## src/rtl/scs_pkg.sv

```systemverilog
package scs_pkg;

  typedef struct packed {
    logic rise;
    logic fall;
  } edge_ev_t;

  localparam int LANE_CS   = 0;
  localparam int LANE_SCLK = 1;
  localparam int LANE_SDI  = 2;
  localparam int NUM_LANES = 3;

endpackage

```

## src/rtl/scs_rst_sync.sv

```systemverilog
module scs_rst_sync #(
  parameter int STAGES = 2
) (
  input  logic clk,
  input  logic rst_n,
  output logic rst_n_sync
);

  logic [STAGES-1:0] chain_q;
  logic [STAGES-1:0] chain_d;

  always_comb begin
    chain_d = {chain_q[STAGES-2:0], 1'b1};
  end

  always_ff @(posedge clk or negedge rst_n) begin
    if (!rst_n) begin
      chain_q <= '0;
    end else begin
      chain_q <= chain_d;
    end
  end

  assign rst_n_sync = chain_q[STAGES-1];

endmodule

```

## src/rtl/scs_sync_lane.sv

```systemverilog
module scs_sync_lane #(
  parameter int   STAGES  = 2,
  parameter logic IDLE_LV = 1'b0
) (
  input  logic clk,
  input  logic rst_n,
  input  logic async_i,
  output logic sync_o
);

  logic [STAGES-1:0] ff_q;
  logic [STAGES-1:0] ff_d;

  always_comb begin
    ff_d = {ff_q[STAGES-2:0], async_i};
  end

  always_ff @(posedge clk or negedge rst_n) begin
    if (!rst_n) begin
      ff_q <= {STAGES{IDLE_LV}};
    end else begin
      ff_q <= ff_d;
    end
  end

  assign sync_o = ff_q[STAGES-1];

endmodule

```

## src/rtl/scs_edge_det.sv

```systemverilog
module scs_edge_det
  import scs_pkg::*;
#(
  parameter logic IDLE_LV = 1'b0
) (
  input  logic     clk,
  input  logic     rst_n,
  input  logic     level_i,
  output edge_ev_t ev_o
);

  logic prev_q;

  always_ff @(posedge clk or negedge rst_n) begin
    if (!rst_n) begin
      prev_q <= IDLE_LV;
    end else begin
      prev_q <= level_i;
    end
  end

  always_comb begin
    ev_o.rise = level_i & ~prev_q;
    ev_o.fall = ~level_i & prev_q;
  end

endmodule

```

## src/rtl/scs_frame_engine.sv

```systemverilog
module scs_frame_engine
  import scs_pkg::*;
#(
  parameter int WORD_W = 16
) (
  input  logic              clk,
  input  logic              rst_n,
  input  edge_ev_t          cs_ev_i,
  input  edge_ev_t          sclk_ev_i,
  input  logic              sdi_i,
  input  logic [WORD_W-1:0] status_i,
  output logic              sdo_o,
  output logic              oe_o,
  output logic [WORD_W-1:0] cmd_o,
  output logic              cmd_valid_o
);

  localparam int               CNT_W    = $clog2(WORD_W + 2);
  localparam logic [CNT_W-1:0] CNT_FULL = CNT_W'(WORD_W);
  localparam logic [CNT_W-1:0] CNT_SAT  = CNT_W'(WORD_W + 1);

  logic              active_q, active_d;
  logic [CNT_W-1:0]  cnt_q,    cnt_d;
  logic [WORD_W-1:0] shreg_q,  shreg_d;
  logic              sdo_q,    sdo_d;
  logic [WORD_W-1:0] cmd_q,    cmd_d;
  logic              vld_q,    vld_d;

  logic cs_fall, cs_rise, sc_fall, sc_rise;
  logic load_en, end_en, shift_en, drive_en;

  assign cs_fall = cs_ev_i.fall;
  assign cs_rise = cs_ev_i.rise;
  assign sc_fall = sclk_ev_i.fall;
  assign sc_rise = sclk_ev_i.rise;

  // explicit enables per action
  assign load_en  = cs_fall;
  assign end_en   = cs_rise & active_q;
  assign shift_en = active_q & ~cs_rise & ~cs_fall & sc_fall;
  assign drive_en = active_q & ~cs_rise & ~cs_fall & sc_rise;

  always_comb begin
    active_d = active_q;
    cnt_d    = cnt_q;
    shreg_d  = shreg_q;
    sdo_d    = sdo_q;
    cmd_d    = cmd_q;
    vld_d    = 1'b0;

    if (load_en) begin
      active_d = 1'b1;
      cnt_d    = '0;
      shreg_d  = status_i;
      sdo_d    = status_i[0];
    end else if (end_en) begin
      active_d = 1'b0;
      if (cnt_q == CNT_FULL) begin
        cmd_d = shreg_q;
        vld_d = 1'b1;
      end
    end else if (shift_en) begin
      shreg_d = {sdi_i, shreg_q[WORD_W-1:1]};
      if (cnt_q != CNT_SAT) begin
        cnt_d = cnt_q + CNT_W'(1);
      end
    end else if (drive_en) begin
      sdo_d = shreg_q[0];
    end
  end

  always_ff @(posedge clk or negedge rst_n) begin
    if (!rst_n) begin
      active_q <= 1'b0;
      cnt_q    <= '0;
      shreg_q  <= '0;
      sdo_q    <= 1'b0;
      cmd_q    <= '0;
      vld_q    <= 1'b0;
    end else begin
      active_q <= active_d;
      cnt_q    <= cnt_d;
      shreg_q  <= shreg_d;
      sdo_q    <= sdo_d;
      cmd_q    <= cmd_d;
      vld_q    <= vld_d;
    end
  end

  assign sdo_o       = active_q ? sdo_q : 1'b0;
  assign oe_o        = active_q;
  assign cmd_o       = cmd_q;
  assign cmd_valid_o = vld_q;

  logic sdo_evt;
  assign sdo_evt = sc_rise | cs_fall;

  AST_STROBE_PULSE: assert property (@(posedge clk) disable iff (!rst_n)
    vld_q |=> !vld_q);

  AST_STROBE_AFTER_FRAME: assert property (@(posedge clk) disable iff (!rst_n)
    vld_q |-> !active_q);

  AST_CMD_HOLD: assert property (@(posedge clk) disable iff (!rst_n)
    !vld_q |-> $stable(cmd_q));

  AST_IDLE_FROZEN: assert property (@(posedge clk) disable iff (!rst_n)
    (!active_q && !cs_fall) |=> $stable(shreg_q));

  AST_SDO_ON_EDGE: assert property (@(posedge clk) disable iff (!rst_n)
    !$stable(sdo_q) |-> $past(sdo_evt));

  AST_OE_DROPS: assert property (@(posedge clk) disable iff (!rst_n)
    (active_q && cs_rise) |=> !active_q);

endmodule

```

## src/rtl/serial_chain_slave.sv

```systemverilog
module serial_chain_slave
  import scs_pkg::*;
#(
  parameter int WORD_W      = 16,
  parameter int SYNC_STAGES = 2
) (
  input  logic              clk,
  input  logic              rst_n,
  input  logic              cs_n_i,
  input  logic              sclk_i,
  input  logic              sdi_i,
  input  logic [WORD_W-1:0] status_i,
  output logic              sdo_o,
  output logic              sdo_oe_o,
  output logic [WORD_W-1:0] cmd_o,
  output logic              cmd_valid_o
);

  localparam logic [NUM_LANES-1:0] LANE_IDLE = NUM_LANES'(1) << LANE_CS;

  logic                 rst_n_core;
  logic [NUM_LANES-1:0] raw_lanes;
  logic [NUM_LANES-1:0] syn_lanes;
  edge_ev_t             cs_ev;
  edge_ev_t             sclk_ev;

  scs_rst_sync #(.STAGES(2)) u_rst (
    .clk        (clk),
    .rst_n      (rst_n),
    .rst_n_sync (rst_n_core)
  );

  assign raw_lanes[LANE_CS]   = cs_n_i;
  assign raw_lanes[LANE_SCLK] = sclk_i;
  assign raw_lanes[LANE_SDI]  = sdi_i;

  for (genvar g = 0; g < NUM_LANES; g++) begin : g_lane
    scs_sync_lane #(
      .STAGES  (SYNC_STAGES),
      .IDLE_LV (LANE_IDLE[g])
    ) u_sync (
      .clk     (clk),
      .rst_n   (rst_n_core),
      .async_i (raw_lanes[g]),
      .sync_o  (syn_lanes[g])
    );
  end

  scs_edge_det #(.IDLE_LV(1'b1)) u_cs_edge (
    .clk     (clk),
    .rst_n   (rst_n_core),
    .level_i (syn_lanes[LANE_CS]),
    .ev_o    (cs_ev)
  );

  scs_edge_det #(.IDLE_LV(1'b0)) u_sclk_edge (
    .clk     (clk),
    .rst_n   (rst_n_core),
    .level_i (syn_lanes[LANE_SCLK]),
    .ev_o    (sclk_ev)
  );

  scs_frame_engine #(.WORD_W(WORD_W)) u_engine (
    .clk         (clk),
    .rst_n       (rst_n_core),
    .cs_ev_i     (cs_ev),
    .sclk_ev_i   (sclk_ev),
    .sdi_i       (syn_lanes[LANE_SDI]),
    .status_i    (status_i),
    .sdo_o       (sdo_o),
    .oe_o        (sdo_oe_o),
    .cmd_o       (cmd_o),
    .cmd_valid_o (cmd_valid_o)
  );

  AST_RESET_QUIET: assert property (@(posedge clk)
    !rst_n_core |-> (!sdo_oe_o && !cmd_valid_o));

  AST_OE_IDLE: assert property (@(posedge clk) disable iff (!rst_n_core)
    (syn_lanes[LANE_CS] && $past(syn_lanes[LANE_CS])) |-> !sdo_oe_o);

endmodule

```

## config.mk

```make
export PLATFORM = sky130hd
export DESIGN_NAME = serial_chain_slave
export DESIGN_NICKNAME = d
export VERILOG_FILES = /design/src/rtl/scs_pkg.sv /design/src/rtl/scs_rst_sync.sv /design/src/rtl/scs_sync_lane.sv /design/src/rtl/scs_edge_det.sv /design/src/rtl/scs_frame_engine.sv /design/src/rtl/serial_chain_slave.sv
export SDC_FILE = /design/constraint.sdc
export NUM_CORES = 1
export LEC_CHECK = 0
export BUFFER_PORTS_ARGS = -buffer_cell sky130_fd_sc_hd__buf_2
export CAP_MARGIN = 30
export CELL_PAD_IN_SITES_DETAIL_PLACEMENT = 0
export CELL_PAD_IN_SITES_GLOBAL_PLACEMENT = 2
export CORE_ASPECT_RATIO = 0.5
export CORE_UTILIZATION = 39
export DETAILED_ROUTE_END_ITERATION = 16
export PLACE_DENSITY = 0.79
export SKIP_CTS_REPAIR_TIMING = 1
export SLEW_MARGIN = 20
export SYNTH_ARGS = -nofsm -noshare
export SYNTH_HDL_FRONTEND = slang
export SYNTH_SLANG_ARGS = --single-unit
```

## constraint.sdc

```tcl
create_clock -name clk -period 4.8 [get_ports clk]
set_input_delay 0.48 -clock clk [delete_from_list [all_inputs] [get_ports clk]]
set_output_delay 0.48 -clock clk [all_outputs]
set_load 0.02 [all_outputs]
```

==> impl_results.md <==
- Cell area after synthesis: 0.00211 mm^2
- CTS tree: yes
- Worst Path Required: about 5000 ps
- Post-synth EDFFs: 0
- Core ar.: ~0.0051 mm^2
- Die Y: around 54 um
- P_leak: 0.00123 uW
- Synth Flop Type: dfrtp_1
- First-pass GRT wire length: slightly below 6000 um
- Post-Synth XOR/XNOR Area: 0.0125
- Fin crit share: 0.462
- Largest net degree at the start of global routing: 31
- Final Setup Violations: 0
- Syn nets: around 190
- IO Count: 40
- Cell-by-cell trace of the critical path: nor2b_4 > and3_1 > and3_1 > buf_6 > mux2_4
- Total grt overflow: 0
- Setup Skew: between 6 and 7 ps
- CP Launch Type: flip-flop
- Syn. warnings: 0
- CTS clk-pin slew, worst paths: around 90 ps
- Count leader, synth: dfrtp_1
- Critical-path top delay cell: dfstp_2
- Slew Limit Headroom: 0.588
- CTS Sinks: 50
- Crit Path Class: reg -> reg
- Outcome: finished, final reports clean
- Slew Viols, Final: 0
- Port bufs: 39
- Num CTS Buffers: 5
- GPL Wtd Cong: ~0.7
- Via count: about 1300
- GR Util All Layers: 0.141
- Total wire length: around 3700 um
- Synth Instances: about 170
- Fillcell total: between 400 and 500
- Crit path time final: between 2000 and 2500 ps
- Starting density of the core: 0.416
- DR iter-0 viols: 15
- Via-per-instance ratio: approximately 4.6
- Most area-consuming cells after synthesis: dfrtp_1, mux2i_1, mux2_4
- WP data arrival: about 2400 ps
- Vias in the first global route: between 1000 and 1500
- Fmax: about 450 MHz
- Largest family of logic cells by synthesized area: multiplexers
- Crit. End Element: flip-flop
- Distinct cells, synth: 29
- Post-synthesis compound-gate area fraction: 0.0552
- Post-synthesis mux area share: 0.182
- MaxCap Viol Count: 0
- Dominant cell type by area after synthesis: dfrtp_1
- Mapped Avg Cell Area: ~13 um^2
- Area Growth Syn to Fin: 19.0%
- Simple-Gate Fraction of Synth Area: 0.0885
- Slew @ Worst Pin: around 620 ps
- Initial antenna violation count: 0
- RSZ-0062 raised after global routing: no
- Initial DRT Pass Iterations: 4
- Max Buffers Root-to-Sink: 2
- Die X: 106 um
- Die ar.: 0.00572 mm^2
- CP Max Fanout: 11
- Most common cell on crit path: and3_1
- Synth top cells by count: dfrtp_1, nand2_1, mux2i_1
- Final nets: 233
- Synth Register Bits: 50
- Clk root buf: clkbuf_8
- Post-DP HPWL: 2510 um
- Post-Synth Adder-Cell Area: 0.0273
- Insertion delay to the later sink of the worst-skew pair: 290 ps
- Setup_tns: 0 ps
- Diodes inserted: 0
- FFs w/ async S/R, synth: 1.00
- Worst Hold Class: reg -> async
- ANT nets after route: 0
- Share of cells above drive strength 1: 0.357
- WL/cell: approximately 13 um
- Post-synth top area share: 0.558
- Final hold vios: 0
- Row cnt: 18
- Register area share after synthesis: 0.596
- Tot Pwr: 876 uW
- Power Dens Cells: 349 mW/mm^2
- DRC: 0
- Delay of the slowest critical-path stage: approximately 600 ps
- Htree depth: 2
- Max VDD drop: ~0.14 mV
layout by cell type (no fill, tap or decap):
| cell type | synthesis | final |
|---|---|---|
| dlygate4sd3_1 | 0 | 1 |
| nor2_1 | 8 | 7 |
| buf_12 | 1 | 1 |
| clkbuf_8 | 0 | 5 |
| xnor2_1 | 3 | 3 |
| dfrtp_1 | 47 | 46 |
| and3_1 | 2 | 2 |
| nor2_2 | 0 | 1 |
| maj3_1 | 2 | 2 |
| clkinv_2 | 0 | 2 |
| buf_6 | 1 | 2 |
| o31a_2 | 1 | 1 |
| buf_2 | 1 | 39 |
| o21ai_0 | 16 | 16 |
| nor2b_4 | 1 | 1 |
| nand2_1 | 18 | 18 |
| nand3b_1 | 1 | 1 |
| a311oi_1 | 1 | 1 |
| nand3_1 | 3 | 3 |
| a31oi_1 | 1 | 1 |
| nor3_1 | 5 | 5 |
| mux2i_1 | 17 | 17 |
| conb_1 | 1 | 1 |
| mux2_2 | 7 | 7 |
| ha_1 | 3 | 3 |
| inv_1 | 6 | 6 |
| dfrtp_2 | 0 | 1 |
| o221a_2 | 1 | 1 |
| mux2_4 | 9 | 9 |
| dfstp_2 | 3 | 3 |
| and2_1 | 1 | 1 |
| nand4b_1 | 1 | 1 |
| bufinv_16 | 0 | 1 |
| buf_4 | 1 | 1 |
metal layers:
| layer | vias up | track usage | part of all wire |
|---|---|---|---|
| li1 | 651 | - | - |
| met1 | 604 | 0.193 | 0.51 |
| met2 | 20 | 0.219 | 0.44 |
| met3 | 2 | 0.0496 | 0.045 |
| met4 | 0 | 0.0278 | 0.0027 |
| met5 | - | 0 | 0 |
path summary, 6_finish.rpt:
path / endpoint / cells past startpoint / slack [ps] / from
hold reg to reg: u_engine.shreg_q[8]$_DFFE_PN0P_ / 0 / 240 / u_rst.chain_q[1]$_DFF_PN0_
max in group asynchronous: u_engine.shreg_q[2]$_DFFE_PN0P_ / 1 / 4050 / u_rst.chain_q[1]$_DFF_PN0_
setup / recovery: u_engine.cmd_o[5]$_DFFE_PN0P_ / 5 / 2580 / g_lane[0].u_sync.ff_q[1]$_DFF_PN1_
min in group clk: g_lane[0].u_sync.ff_q[0]$_DFF_PN1_ / 1 / 280 / cs_n_i
setup reg to reg: u_engine.cmd_o[5]$_DFFE_PN0P_ / 5 / 2580 / g_lane[0].u_sync.ff_q[1]$_DFF_PN1_
hold / removal: u_engine.shreg_q[8]$_DFFE_PN0P_ / 0 / 240 / u_rst.chain_q[1]$_DFF_PN0_
flip-flops by register name, indices dropped and copies added (netlist names):
signal	cells
u_engine.shreg_q	16
g_lane.u_sync.ff_q	6
u_engine.oe_o	1
u_engine.cmd_o	16
u_engine.cmd_valid_o	1
u_rst.chain_q	2
u_engine.cnt_q	5
u_cs_edge.prev_q	1
u_sclk_edge.prev_q	1
u_engine.sdo_q	1
critical path: cells and delay by family (launching register included):
family,cells,cell delay [ps]
muxes,1,300
buffers and inverters,1,240
and+or+nand+nor,3,960
DFF,1,600
where the power goes:
part           switching (uW)  internal, uW  total [uW]
clock network             135           154         288
logic                    45.5          43.7        89.2
registers                36.1           462         498
layout make-up:
class / count / area, um^2 / area share
inverter: 6 / 22.5 / 0.00898
timing repair buffer: 44 / 255 / 0.102
sequential: 50 / 1260 / 0.501
tap: 70 / 87.6 / 0.0349
multi-input combinational: 102 / 777 / 0.310
clock inverter: 3 / 40.0 / 0.0160
clock buffer: 5 / 68.8 / 0.0274
per-stage QoR:
stage	hold WS, ps	utilization	std cells	worst slack [ps]	area (um^2)
after floorplan	184	-	165	3060	2110
after global placement	265	0.463	268	2500	2350
after global routing	264	0.495	280	2460	2510
final	238	0.495	280	2580	2510
after detailed placement	256	0.467	269	2460	2370
after CTS	-58.8	0.488	277	2450	2470
logic make-up (layout without fill, tap and decap cells):
kind of cell / count (synthesis) / in the layout
adder cells (fa/ha/maj): 5 / 5
multiplexers: 33 / 33
other: 1 / 1
AND/OR/NAND/NOR: 40 / 40
XOR/XNOR: 3 / 3
buffers and inverters: 13 / 58
AO/OA/AOI/OAI: 20 / 20
flip-flops: 50 / 50
No activity file was read; power rests on OpenSTA's default activity.
